`src/rtl/aux_cls_pkg.sv`:
```
package aux_cls_pkg;

   typedef enum logic [2:0] {
      RES_OK       = 3'd0,
      RES_HPD      = 3'd1,
      RES_TIMEOUT  = 3'd2,
      RES_INVALID  = 3'd3,
      RES_OVERFLOW = 3'd4
   } aux_res_e;

   typedef enum logic [2:0] {
      ST_IDLE,
      ST_WAIT,
      ST_HDR,
      ST_STREAM,
      ST_REPORT
   } aux_st_e;

   localparam int FRAMING_N = 4;

endpackage

```
`src/rtl/aux_poll_timer.sv`:
```
module aux_poll_timer #(
   parameter int POLL_W = 16
) (
   input  logic              clk,
   input  logic              rst_n,
   input  logic              clear,
   input  logic              run,
   input  logic [POLL_W-1:0] limit,
   output logic              expired
);
   localparam int EXT_W = POLL_W + 1;

   logic [POLL_W-1:0] elapsed;

   always_ff @(posedge clk or negedge rst_n) begin
      if (!rst_n)      elapsed <= '0;
      else if (clear)  elapsed <= '0;
      else if (run)    elapsed <= elapsed + POLL_W'(1);
   end

   assign expired = ({1'b0, elapsed} + EXT_W'(1)) >= {1'b0, limit};
endmodule

```
`src/rtl/aux_status_prio.sv`:
```
module aux_status_prio
   import aux_cls_pkg::*;
#(
   parameter int CNT_W = 5
) (
   input  logic                 hpd,
   input  logic                 rx_to,
   input  logic                 rx_to_state,
   input  logic [FRAMING_N-1:0] framing,
   input  logic [CNT_W-1:0]     count,
   output aux_res_e             verdict,
   output logic                 clean
);
   logic [FRAMING_N:0] framing_acc;

   assign framing_acc[0] = 1'b0;
   for (genvar gi = 0; gi < FRAMING_N; gi++) begin : g_or
      assign framing_acc[gi+1] = framing_acc[gi] | framing[gi];
   end

   always_comb begin
      clean   = 1'b0;
      verdict = RES_OK;
      if (hpd)                        verdict = RES_HPD;
      else if (rx_to || rx_to_state)  verdict = RES_TIMEOUT;
      else if (framing_acc[FRAMING_N]) verdict = RES_INVALID;
      else if (count == '0)           verdict = RES_INVALID;
      else                            clean = 1'b1;
   end
endmodule

```
`src/rtl/aux_reply_classifier.sv`:
```
module aux_reply_classifier
   import aux_cls_pkg::*;
#(
   parameter int CNT_W  = 5,
   parameter int POLL_W = 16
) (
   input  logic              clk,
   input  logic              rst_n,
   input  logic              start,
   input  logic [POLL_W-1:0] poll_limit,
   input  logic              done,
   input  logic              st_hpd_discon,
   input  logic              st_rx_timeout,
   input  logic              st_rx_timeout_state,
   input  logic              st_inv_stop,
   input  logic              st_no_detect,
   input  logic              st_inv_high,
   input  logic              st_inv_low,
   input  logic              st_min_count_viol,
   input  logic [CNT_W-1:0]  reply_count,
   input  logic [CNT_W-1:0]  buf_size,
   output logic [CNT_W-1:0]  rd_addr,
   input  logic [7:0]        rd_data,
   output logic [2:0]        result,
   output logic              result_valid,
   output logic [3:0]        reply_code,
   output logic [CNT_W-1:0]  data_count,
   output logic              out_valid,
   output logic [7:0]        out_data
);
   localparam logic [CNT_W-1:0] ONE = CNT_W'(1);

   if (CNT_W < 1 || CNT_W > 16) begin : g_bad_cnt
      $error("CNT_W out of range");
   end
   if (POLL_W < 2) begin : g_bad_poll
      $error("POLL_W too small");
   end

   aux_st_e          state;
   aux_res_e         verdict;
   logic             clean;
   logic             expired;
   logic [CNT_W-1:0] last_idx;
   logic             unused_dbg;

   assign unused_dbg = st_min_count_viol;

   aux_poll_timer #(.POLL_W(POLL_W)) u_timer (
      .clk     (clk),
      .rst_n   (rst_n),
      .clear   (start),
      .run     (state == ST_WAIT),
      .limit   (poll_limit),
      .expired (expired)
   );

   aux_status_prio #(.CNT_W(CNT_W)) u_prio (
      .hpd         (st_hpd_discon),
      .rx_to       (st_rx_timeout),
      .rx_to_state (st_rx_timeout_state),
      .framing     ({st_inv_stop, st_no_detect, st_inv_high, st_inv_low}),
      .count       (reply_count),
      .verdict     (verdict),
      .clean       (clean)
   );

   always_ff @(posedge clk or negedge rst_n) begin
      if (!rst_n) begin
         state      <= ST_IDLE;
         result     <= RES_OK;
         reply_code <= '0;
         data_count <= '0;
         last_idx   <= '0;
         rd_addr    <= '0;
         out_valid  <= 1'b0;
         out_data   <= '0;
      end else if (start) begin
         state      <= ST_WAIT;
         result     <= RES_OK;
         reply_code <= '0;
         data_count <= '0;
         rd_addr    <= '0;
         out_valid  <= 1'b0;
      end else begin
         out_valid <= 1'b0;
         unique case (state)
            ST_WAIT: begin
               if (done) begin
                  if (!clean) begin
                     result <= verdict;
                     state  <= ST_REPORT;
                  end else begin
                     last_idx   <= reply_count - ONE;
                     data_count <= reply_count - ONE;
                     rd_addr    <= '0;
                     state      <= ST_HDR;
                  end
               end else if (expired) begin
                  result <= RES_TIMEOUT;
                  state  <= ST_REPORT;
               end
            end
            ST_HDR: begin
               reply_code <= rd_data[7:4];
               if (rd_data[7:4] != 4'd0 || last_idx == '0) begin
                  result <= RES_OK;
                  state  <= ST_REPORT;
               end else if (last_idx > buf_size) begin
                  result <= RES_OVERFLOW;
                  state  <= ST_REPORT;
               end else begin
                  rd_addr <= ONE;
                  state   <= ST_STREAM;
               end
            end
            ST_STREAM: begin
               out_valid <= 1'b1;
               out_data  <= rd_data;
               if (rd_addr == last_idx) begin
                  result <= RES_OK;
                  state  <= ST_REPORT;
               end else begin
                  rd_addr <= rd_addr + ONE;
               end
            end
            ST_REPORT: state <= ST_IDLE;
            default:   state <= ST_IDLE;
         endcase
      end
   end

   assign result_valid = (state == ST_REPORT);
endmodule

```
`config.mk`:
```
export PLATFORM = sky130hd
export DESIGN_NAME = aux_reply_classifier
export DESIGN_NICKNAME = d
export VERILOG_FILES = /design/src/rtl/aux_cls_pkg.sv /design/src/rtl/aux_poll_timer.sv /design/src/rtl/aux_status_prio.sv /design/src/rtl/aux_reply_classifier.sv
export SDC_FILE = /design/constraint.sdc
export NUM_CORES = 1
export LEC_CHECK = 0
export BUFFER_PORTS_ARGS = -buffer_cell sky130_fd_sc_hd__buf_2
export CAP_MARGIN = 20
export CORE_MARGIN = 3
export CORE_UTILIZATION = 54
export DETAILED_ROUTE_END_ITERATION = 16
export MAX_ROUTING_LAYER = met4
export PLACE_DENSITY = 0.8
export SYNTH_ARGS = -nofsm -noshare
export SYNTH_HDL_FRONTEND = slang
export SYNTH_SLANG_ARGS = --single-unit
```
`constraint.sdc`:
```
create_clock -name clk -period 3.41 [get_ports clk]
set_input_delay 0.682 -clock clk [delete_from_list [all_inputs] [get_ports clk]]
set_output_delay 0.682 -clock clk [all_outputs]
set_load 0.03 [all_outputs]
```
[Word level (Yosys, flattened, before mapping)]
Cells that the tools add are included.
Widths: inputs -> output; s select.
Word-level totals
  logic and storage cells: 90
  register bits: 50
  input port bits: 46
  output and inout bits: 27
Operators by class
  bitwise logic cells: 4
  eq/ne operators: 14
  $lt $le $gt $ge: 2
  multiplexer cells: 41
  reductions and logical operators: 16
  $add $sub $neg: 4
Operators with widths (count)
  $mux 3: 17
  $mux 5: 10
  $mux 16: 2
  $ne 3x3->1 const B: 6
  $pmux 3 s3: 2
  $add 16x1->17 const B: 1
  $ge 17x16->1: 1
  $add 16x1->16 const B: 1
  $pmux 5 s3: 1
  $ne 4x4->1 const B: 3
  $logic_not 5->1: 2
  $mux 4: 2
  $reduce_bool 2->1: 4
  $reduce_bool 4->1: 2
  $eq 3x2->1 const B: 2
  $mux 1: 6
  $reduce_and 6->1: 1
  $add 5x1->5 const B: 1
  $eq 5x5->1: 1
  $gt 5x5->1: 1
  $reduce_and 5->1: 1
  $sub 5x1->5 const B: 1
  $reduce_and 2->1: 2
  $reduce_and 4->1: 1
  other kinds (7): 10

[Longest topological paths before layout]
Gate-level depths: netlist (run 1).
  depth after elaboration: 10
  mapped depth: 14
  mapped depth without buffers: 13

[Hierarchy]
A second synthesis (run 1) with hierarchy kept.
Second synthesis, totals
  cells, all modules: 390
  area, all modules: 3429.5 µm²
Modules (own cells, without submodules)
  aux_reply_classifier: sequential area each 850.8 µm², times used 1, cells each 209, area an instance 1916.8 µm²
  aux_poll_timer: sequential area each 400.4 µm², times used 1, cells each 171, area an instance 1445.1 µm²
  aux_status_prio: sequential area each 0.0 µm², times used 1, cells each 10, area an instance 67.6 µm²

[Worst setup path before layout (run 1)]
Ideal clock, no wire load.
  kind: reg2reg
  from: register u_timer.elapsed[0]
  to: register result[2]
  buffers on the path: 1
  stages on the path, launching flop included: 15
  data required time: 3282 ps
  setup slack: 271 ps
  setup time: 128 ps
  clock period less this slack: 3139 ps
  data arrival time: 3012 ps
  cell sequence: dfrtp_1 > ha_1 > nand3_2 > or3_1 > clkbuf_1 > nor2_1 > nand3_1 > xnor2_1 > ha_1 > nand4_1 > nor3_1 > o32ai_1 > a31oi_1 > o221ai_2 > mux2_1
Between the ends
  word-level cells in the longest chain between the ends: 4
Ends and longest elaborated chain
  start: declaration: RTL line aux_poll_timer.sv:13  | logic [POLL_W-1:0] elapsed;
  start signal: assignment: RTL line aux_poll_timer.sv:18  | else if (run) elapsed <= elapsed + POLL_W'(1);
  $add 16x1->17: RTL line aux_poll_timer.sv:21  | assign expired = ({1'b0, elapsed} + EXT_W'(1)) >= {1'b0, limit};
  $ge 17x16->1: RTL line aux_poll_timer.sv:21
  $ne 4x4->1 (no line)
  $reduce_and 5->1 (no line)
  end signal: assignment: RTL line aux_reply_classifier.sv:91  | result <= verdict;
  end: declaration: RTL line aux_reply_classifier.sv:24  | output logic [2:0] result,
No other way between the ends.
A chain may end at the register's enable or synchronous reset.

[Final worst setup path (run 1)]
Same ends and word-level chain as after synthesis.

==> results of run 1 <==
-- cells in the final DEF (no fill, tap or decap), types with 7 or more instances in the layout --
master	instances
buf_2	71
dfrtp_1	50
nand2_1	48
nor2_1	37
inv_1	27
ha_1	24
xnor2_1	17
o21ai_0	15
a21oi_1	15
xor2_1	14
nand3_1	8
nand4_1	8
nor3_1	8
mux2i_1	8
or3_1	7
-- critical path: stages (launching register included) --
cell,delay (ns)
dfrtp_1,0.42
ha_1,0.24
nand3_2,0.11
or3_1,0.40
nor2_2,0.19
nand3_1,0.11
xnor2_1,0.14
ha_1,0.29
nand4_1,0.12
nor3_1,0.21
o32ai_1,0.13
a31oi_2,0.29
o221ai_2,0.18
mux2_1,0.33
-- cell families after synthesis --
| family | count (synthesis) |
|---|---|
| simple gates | 144 |
| compound gates | 56 |
| flops | 50 |
| buf+inv | 38 |
| xor+xnor | 31 |
| fa+ha+maj | 24 |
| mux | 14 |
-- stage by stage --
stage	hold WS [ns]	total power (W)	util	cell area (um2)	cells
3_5_place_dp	0.458	0.000778	0.647	3630	493
3_3_place_gp	0.454	0.000771	0.647	3630	493
4_1_cts	0.481	0.00128	0.673	3770	501
6_report	0.267	0.00127	0.680	3810	503
2_1_floorplan	0.386	0.000710	-	3200	357
5_1_grt	0.268	0.00134	0.680	3810	503
-- path summary, 6_finish.rpt --
path                                            end  depth (start not counted)
worst max register to register            result[2]                         13
max in group asynchronous       u_timer.elapsed[14]                          2
min in group clk                        out_data[2]                          2
worst max-delay path                      result[2]                         13
worst min register to register          out_data[2]                          2
worst min-delay path                     rd_addr[3]                          1
-- sequential cells by signal (all words and copies together), names as in the netlist --
name,count
state,3
reply_code,4
result,3
rd_addr,5
u_timer.elapsed,16
data_count,5
last_idx,5
out_valid,1
out_data,8
-- where the power goes --
| group | internal (W) | switching (W) | total, W |
|---|---|---|---|
| sequential | 0.000602 | 0.0000128 | 0.000615 |
| combinational | 0.0000647 | 0.0000909 | 0.000156 |
| clock | 0.000313 | 0.000192 | 0.000504 |
| total | 0.000979 | 0.000295 | 0.00127 |
-- per-layer routing --
metal / share of wire / wire [um] / up-vias / global-route usage
met5: 0 / 0 / - / -
met4: 0.011 / 80 / 0 / 0.0594
met3: 0.044 / 318 / 10 / 0.0397
met2: 0.49 / 3570 / 77 / 0.357
met1: 0.46 / 3340 / 1328 / 0.280
li1: - / - / 1372 / -
-- timing repair --
item                       in CTS  in global routing
setup buffers                   0                  1
resized for setup               0                  4
setup endpoints to repair       0                  4
-- synthesized netlist by cell type (all sizes together) --
master	instances
a21oi	15
or3	8
a32o	1
o31ai	6
mux2i	8
o221ai	1
or4	2
nor2	40
a211oi	3
a21o	1
ha	24
o22a	1
a31oi	1
o32ai	1
a31o	1
buf	3
nand3	9
a311o	1
nand2b	3
o22ai	1
xor2	14
xnor2	17
nand4b	1
nor2b	1
nor3b	1
mux2	6
o2bb2ai	1
o21ai	18
a22oi	2
nor4b	1
or4b	1
dfrtp	50
nor4	3
and3	2
or2	4
clkbuf	8
nand4	8
and2	4
o21bai	1
nand2	48
o311ai	1
inv	27
nor3	8
-- final cells by class --
| type | instances | share of cell area |
|---|---|---|
| clock inverters | 2 | 0.0158 |
| clock buffers | 6 | 0.0217 |
| inverters | 27 | 0.0266 |
| flip-flops and latches | 50 | 0.328 |
| multi-input cells | 269 | 0.476 |
| repair buffers | 77 | 0.108 |
| well taps | 72 | 0.0236 |
==> reports/results.ini, run 1 <==
[worst_setup_path]
crit_type = reg -> reg
timing.rr.start = u_timer.elapsed[0]
reg2reg_slack_ns = 0.14
crit_path_start = u_timer.elapsed[0]
required_ns = 3.60
worstPathMaxFanout = 4
setup.worst_path.start_class = register
crit_path_end_kind = register
critPathArrivalTime_ns = 3.46

[final_layout]
regArea_um2 = 1250
nFillCells = 461
n_antenna_cell = 0
drive_above_1_share = 0.239
syn2layout_area_growth_pct = 19.0
multiInputGateArea_um2 = 1810
nNetsFinal = 500

[synth]
synth_compound_area_frac = 0.114
yosysSeqAreaShare = 0.390
yosysTopAreaCellShare = 0.390
synthAdderAreaFrac = 0.0937
postSynthAreaPerCell_um2 = 8.98
synth_top_family_by_area = simple AND/OR/NAND/NOR gates
synth-xor-area-share = 0.0847
ys_ff_latch = 50
syn_area_um2 = 3200
synthSimpleGateAreaFrac = 0.219
synth_area_leaders = dfrtp_1 (39%), ha_1 (9.4%), nand2_1 (5.6%)
synth_fp_nets = 427
synthCells = 357
yosys.area.top_type = dfrtp_1
yosysUniqueCellTypes = 53
yosysWarningCount = 0
synthMuxAreaShare = 0.0508

[placed_design]
dp_hpwl_um = 5490
place_ws_ns = 0.102
routabilityCongestion = 0.913
port_buffers = 71

[clock_tree]
hold_buffers = 0
clk_pin_slew_worst_paths_ns = 0.09
cts_tree = done
root_buffer = clkbuf_8
numCtsBuffers = 5
cts_buffer_depth = 2
cts.sinks = 50
insertion_delay_ns = 0.30
cts_max_level = 2

[detailed_routing]
first_pass_iters = 4
wl_per_cell_um = 14.5
viasPerCell = 5.54
vias = 2787
drt_iter0_drc = 120
drcViolationCount = 0
postRouteAntennaNets = 0
wl_um = 7310

[power_and_ir_drop]
p_leak_nw = 2.00
power.density_nw_per_um2 = 334
ir_drop_uv = 266

[flow_run]
max-cap-violations = 0

[sta]
fin_skew_ns = 0.00563
max_slew.worst_pin.slew_ns = 0.940
fmax_mhz = 306
fin_ws_ns = 0.141
period_minus_slack_ns = 3.27
final_hold_viol_count = 0
slew-limit-headroom = 0.372
setup_viol = 0
fin_crit_sh = 0.959
finalMaxSlewViolations = 0
setup_tns_ns = 0

[global_route]
first_global_vias = 2809
gr-usage-all-layers = 0.219
grt_pass1_wl_um = 12500
grt_overflow = 0
grt_start_max_net_pins = 51
antenna_found_initial = 0

[die]
coreArea_um2 = 5610
ios = 73
dieArea_um2 = 6890
rows = 27
initial_core_util = 0.571
die_h_um = 83.0
die_width_um = 83.0

[run_status]
status = finished, final reports clean

[worst_hold_path]
min_path_type = in -> async

No activity file was read; power rests on OpenSTA's default activity.
==> run 2, diff against run 1 <==
Settings changed: CORE_UTILIZATION 54 to 55, SYNTH_HIERARCHICAL set to 1, TNS_END_PERCENT set to 20.
==> reports/results.ini, run 2 <==
[run_status]
status = finished, final reports clean

[detailed_routing]
viasPerCell = 5.51  ; -0.52%
top_layer = met4
drcViolationCount = 0  ; unchanged
wl_per_cell_um = 13.9  ; -4.7%
postRouteAntennaNets = 0  ; unchanged
wl_met3_um = 362  ; +14%
wl_met1_um = 3410  ; +2.1%
vias = 2971  ; +6.6%
wl_um = 7470  ; +2.2%
drt_iter0_drc = 103  ; -14%
met2RoutedLength_um = 3570  ; about the same
first_pass_iters = 4  ; unchanged

[synth]
syn_area_um2 = 3430  ; +7.0%
synthCells = 390  ; +9.2%
netlist_top_cells_count = dfrtp_1 (50), nand2_1 (50), nor2_1 (34), inv_1 (28), ha_1 (24)
yosysTopAreaCellShare = 0.365  ; -0.0256
yosysUniqueCellTypes = 60  ; +13%
yosysSeqAreaShare = 0.365  ; -0.0256
synth-edff-count = 0  ; unchanged
yosysWarningCount = 6  ; +6
ys.flop_type = dfrtp_1
postSynthAreaPerCell_um2 = 8.79  ; -2.0%
synthArstFlopShare = 1.00  ; unchanged
ys_ff_latch = 50  ; unchanged
synth_area_leaders = dfrtp_1 (36%), ha_1 (8.8%), nand2_1 (5.5%)
synth_fp_nets = 460  ; +7.7%
yosys.area.top_type = dfrtp_1

[sta]
fin_skew_ns = 0.00650  ; +0.000868 ns
finalMaxSlewViolations = 0  ; unchanged
slew-limit-headroom = 0.638  ; +0.266
fmax_mhz = 310  ; +1.4%
setup_tns_ns = 0  ; unchanged
fin_crit_sh = 0.945  ; -0.0136
max_slew.worst_pin.slew_ns = 0.539  ; -0.402 ns
final_hold_viol_count = 0  ; unchanged
setup_viol = 0  ; unchanged
period_minus_slack_ns = 3.22  ; -0.0464 ns

[die]
die_h_um = 85.0  ; +2.3%
dieArea_um2 = 7220  ; +4.7%
ios = 73  ; unchanged
initial_core_util = 0.572  ; +0.00108
die_width_um = 85.0  ; +2.3%
rows = 28  ; +3.7%
coreArea_um2 = 5990  ; +6.8%

[worst_setup_path]
crit_path_end_kind = register
crit_type = reg -> reg
worstPathMaxFanout = 5  ; +1
setup.worst_path.start_class = register
critPathArrivalTime_ns = 3.40  ; -0.06 ns
required_ns = 3.59  ; about the same

[power_and_ir_drop]
power.internal_w = 0.000856  ; -13%
power.density_nw_per_um2 = 297  ; -11%
ir_drop_uv = 274  ; +3.2%
clkPwrFrac = 0.298  ; -0.098
pwr-share-seq = 0.531  ; +0.049
switching_share = 0.275  ; +0.0439
p_leak_nw = 2.05  ; +2.5%
p_sw_w = 0.000326  ; +10%
combPwrFrac = 0.171  ; +0.049

[clock_tree]
cts.sinks = 50  ; unchanged
insertion_delay_ns = 0.30  ; about the same
cts_max_level = 2  ; unchanged
root_buffer = clkbuf_8
cts_buffer_depth = 2  ; unchanged
cts_tree = done
numCtsBuffers = 5  ; unchanged
clk_pin_slew_worst_paths_ns = 0.09  ; about the same

[placed_design]
routabilityCongestion = 0.869  ; -4.8%
dp.cells = 528  ; +7.1%
port_buffers = 71  ; unchanged
dp_hpwl_um = 5580  ; +1.8%

[flow_run]
max-cap-violations = 0  ; unchanged

[final_layout]
n_antenna_cell = 0  ; unchanged
mostFrequentLayoutCell = buf_2
nNetsFinal = 533  ; +6.6%
reg.largest.list = u_timer/elapsed: 16 flops, out_data: 8 flops
largest_reg_flops = 16  ; unchanged
drive_above_1_share = 0.252  ; +0.0132
largest_register = u_timer/elapsed
layout_common_cells = buf_2 (71), nand2_1 (50), dfrtp_1 (49)
fin_cells = 539  ; +7.2%
syn2layout_area_growth_pct = 16.1

[global_route]
grt_start_max_net_pins = 51  ; unchanged
first_global_vias = 2889  ; +2.8%
antenna_found_initial = 0  ; unchanged
grt_overflow = 0  ; unchanged
gr-usage-all-layers = 0.217  ; -0.00124
grt_pass1_wl_um = 12600  ; +0.99%

[worst_hold_path]
min_path_type = in -> async

run 2: cell count changes after synthesis, moves of 6 or more:
cell	delta
xor2_1	+6
nand2b_1	+6
nand3_1	+6
xnor2_1	-8
a21oi_1	+6
o21ai_1	+10
run 2: layout make-up:
type | instances | area, um2
clock buffers | 7 | 86.3
clock inverters | 1 | 5.00
fillers | 504 | 2010
inverters | 30 | 113
multi-input cells | 294 | 1980
flip-flops and latches | 50 | 1250
well taps | 75 | 93.8
repair buffers | 82 | 450
run 2: what timing repair did:
action,in CTS,in global routing
gates resized for setup,0,10
hold endpoints to repair,0,0
setup endpoints to repair,0,5
hold buffers,0,0
buffers inserted,0,2
run 2: path summary, 6_finish.rpt:
| check | from | to | depth (start not counted) | slack, ns |
|---|---|---|---|---|
| setup reg to reg | u_timer/elapsed[0] | result[0] | 15 | 0.19 |
| hold / removal | rst_n | reply_code[0] | 1 | 0.26 |
| hold reg to reg | out_data[0] | out_data[0] | 2 | 0.48 |
| max in group asynchronous | rst_n | u_timer/elapsed[2] | 2 | 2.62 |
| setup / recovery | u_timer/elapsed[0] | result[0] | 15 | 0.19 |
| min in group clk | out_data[0] | out_data[0] | 2 | 0.48 |
run 2: through the flow:
step	util	power (W)	setup WS [ns]	instance area, um2	hold WS (ns)
after floorplan	-	0.000755	0.171	3430	0.386
after global placement	0.637	0.000825	0.119	3810	0.454
after detailed placement	0.637	0.000834	0.0455	3810	0.461
after CTS	0.652	0.00118	0.00638	3910	0.482
after global routing	0.664	0.00124	-0.0138	3980	0.271
final	0.664	0.00118	0.188	3980	0.263
run 2: cell families (layout without fill, tap and decap cells):
group,after synthesis,after routing,synth area share
DFF,50,50,0.365
AOI/OAI and AO/OA,75,75,0.150
buffers and inverters,46,120,0.0690
muxes,4,4,0.0120
and+or+nand+nor,161,161,0.242
adders and majority gates,24,24,0.0876
other,1,1,0.00109
xor gates and xnor gates,29,29,0.0741
run 2: per-layer routing:
metal  GRT usage  vias up
met1       0.267     1377
met4      0.0835        0
li1            -     1500
met2       0.361       83
met3      0.0330       11
met5           -        -
run 2: power groups by stage:
stage / Sequential (W) / Clock, W / Combinational, W
2_1_floorplan: 0.000655 / 0 / 0.000100
5_1_grt: 0.000631 / 0.000386 / 0.000226
4_1_cts: 0.000627 / 0.000361 / 0.000196
3_5_place_dp: 0.000639 / 0 / 0.000195
3_3_place_gp: 0.000638 / 0 / 0.000187
6_report: 0.000628 / 0.000352 / 0.000202
run 2: critical path, cell delays in order (launching register included):
cell      delay [ns]
dfrtp_1         0.41
ha_2            0.22
nand3_2         0.07
or2_4           0.27
nor2_1          0.12
xor2_1          0.17
ha_1            0.28
nand4_1         0.14
a211oi_1        0.08
o31a_1          0.31
a2111o_1        0.38
nor2_2          0.18
o41ai_2         0.10
o211a_1         0.15
o211ai_1        0.12
o211ai_2        0.11
==> run 3, diff against run 2 <==
Settings changed: CTS_BUF_LIST set to sky130_fd_sc_hd__clkbuf_8 sky130_fd_sc_hd__clkbuf_16.
==> reports/results.ini, run 3 (synthesized netlist as in run 2, its figures left out) <==
[final_layout]
largest_reg_flops = 16  ; unchanged
mostFrequentLayoutCell = buf_2
largest_register = u_timer/elapsed
fin_cells = 539  ; unchanged
design_area_um2 = 3980  ; unchanged
nNetsFinal = 533  ; unchanged
drive_above_1_share = 0.252  ; unchanged
syn2layout_area_growth_pct = 16.1  ; unchanged
n_antenna_cell = 0  ; unchanged
reg.largest.list = u_timer/elapsed: 16 flops, out_data: 8 flops
fin_util = 0.664  ; unchanged
layout_common_cells = buf_2 (71), nand2_1 (50), dfrtp_1 (49)

[worst_setup_path]
crit_path_end_kind = register
crit_path_start = u_timer/elapsed[0]
endpoint = result[1]
timing.rr.start = u_timer/elapsed[0]
crit_type = reg -> reg
critPathArrivalTime_ns = 3.41  ; about the same
required_ns = 3.59  ; about the same
reg2reg_slack_ns = 0.18  ; about the same
worstPathMaxFanout = 5  ; unchanged
r2r-end = result[1]
setup.worst_path.start_class = register
worstRegToRegCells = 15  ; unchanged

[detailed_routing]
postRouteAntennaNets = 0  ; unchanged
drt_iter0_drc = 103  ; unchanged
wl_per_cell_um = 13.8  ; -0.54%
vias = 2947  ; -0.81%
first_pass_iters = 4  ; unchanged
wl_um = 7430  ; -0.54%
viasPerCell = 5.47  ; -0.81%
drcViolationCount = 0  ; unchanged

[clock_tree]
cts.sinks = 50  ; unchanged
insertion_delay_ns = 0.30  ; about the same
cts_max_level = 2  ; unchanged
cts_buffer_depth = 2  ; unchanged
clk_pin_slew_worst_paths_ns = 0.09  ; about the same
numCtsBuffers = 5  ; unchanged
root_buffer = clkbuf_8
cts_tree = done

[sta]
fmax_mhz = 310  ; -0.23%
whs_ns = 0.263  ; -0.000418 ns
fin_skew_ns = 0.00639  ; -0.000105 ns
final_hold_viol_count = 0  ; unchanged
setup_tns_ns = 0  ; unchanged
fin_crit_sh = 0.947  ; +0.00215
slew-limit-headroom = 0.633  ; -0.00513
setup_viol = 0  ; unchanged
period_minus_slack_ns = 3.23  ; +0.00733 ns
finalMaxSlewViolations = 0  ; unchanged
max_slew.worst_pin.slew_ns = 0.546  ; +0.00762 ns

[power_and_ir_drop]
power.density_nw_per_um2 = 296  ; -0.34%
combPwrFrac = 0.171  ; about the same
power.internal_w = 0.000853  ; -0.35%
p_sw_w = 0.000325  ; -0.31%
pwr-share-seq = 0.533  ; +0.002
ir_drop_uv = 274  ; -0.27%
p_leak_nw = 2.06  ; +0.20%
switching_share = 0.276  ; about the same
clkPwrFrac = 0.296  ; -0.002

[die]
die_width_um = 85.0  ; unchanged
ios = 73  ; unchanged
coreArea_um2 = 5990  ; unchanged
dieArea_um2 = 7220  ; unchanged
die_h_um = 85.0  ; unchanged
initial_core_util = 0.572  ; unchanged
rows = 28  ; unchanged

[global_route]
grt_pass1_wl_um = 12600  ; unchanged
antenna_found_initial = 0  ; unchanged
grt_start_max_net_pins = 51  ; unchanged
grt_overflow = 0  ; unchanged
gr-usage-all-layers = 0.217  ; unchanged
first_global_vias = 2889  ; unchanged

[placed_design]
dp.cells = 528  ; unchanged
port_buffers = 71  ; unchanged
routabilityCongestion = 0.869  ; unchanged
placed_area_um2 = 3810  ; unchanged
dp_hpwl_um = 5580  ; unchanged

[flow_run]
max-cap-violations = 0  ; unchanged

[run_status]
status = finished, final reports clean

[worst_hold_path]
min_path_type = in -> async

[run 3: timing repair]
action,4_1_cts,5_1_grt
hold buffers,0,0
buffers inserted,0,2
gates resized for setup,0,10
endpoints found under the setup margin,0,5
[run 3: per-stage QoR]
stage	total power (W)	setup slack (ns)
after floorplan	0.000755	0.171
after global placement	0.000825	0.119
after detailed placement	0.000834	0.0455
after CTS	0.00118	0.00638
after global routing	0.00124	-0.0138
final	0.00118	0.180
[run 3: final cells by class]
| type | count | area, um2 |
|---|---|---|
| clock inverter | 2 | 8.76 |
| multi-input combinational | 294 | 1980 |
| timing repair buffer | 82 | 450 |
| tap | 75 | 93.8 |
| fill | 504 | 2010 |
| sequential | 50 | 1250 |
| inverter | 30 | 113 |
| clock buffer | 6 | 82.6 |
[run 3: critical path: stages (launching register included)]
cell and delay [ns]:
dfrtp_1 0.41, ha_2 0.22, nand3_2 0.07, or2_4 0.27, nor2_1 0.12, xor2_1 0.17, ha_1 0.28, nand4_1 0.14
a211oi_1 0.08, o31a_1 0.31, a2111o_1 0.38, nor2_2 0.19, o41ai_2 0.10, o211a_1 0.15, o21ai_2 0.11, o221ai_2 0.11
[run 3: worst min path at each step]
| stage | from | endpoint | slack [ns] | cells past startpoint |
|---|---|---|---|---|
| CTS | out_data[2] | out_data[2] | 0.48 | 2 |
| global route | rst_n | reply_code[0] | 0.27 | 1 |
| detailed placement | out_data[2] | out_data[2] | 0.46 | 2 |
| global placement | out_data[0] | out_data[0] | 0.45 | 2 |
| finish | rst_n | reply_code[0] | 0.26 | 1 |
| floorplan | rst_n | data_count[0] | 0.39 | 0 |
[run 3: power by group through the flow]
stage          registers [W]  logic (W)  clock network [W]
3_5_place_dp        0.000639   0.000195                  0
5_1_grt             0.000631   0.000226           0.000383
6_report            0.000627   0.000202           0.000349
4_1_cts             0.000627   0.000196           0.000358
2_1_floorplan       0.000655   0.000100                  0
3_3_place_gp        0.000638   0.000187                  0
[run 3: layer usage]
metal	vias up	track usage	wire length, um
met5	-	-	0
met4	0	0.0835	129
met3	11	0.0330	360
met2	82	0.361	3560
met1	1358	0.267	3380
li1	1496	-	-
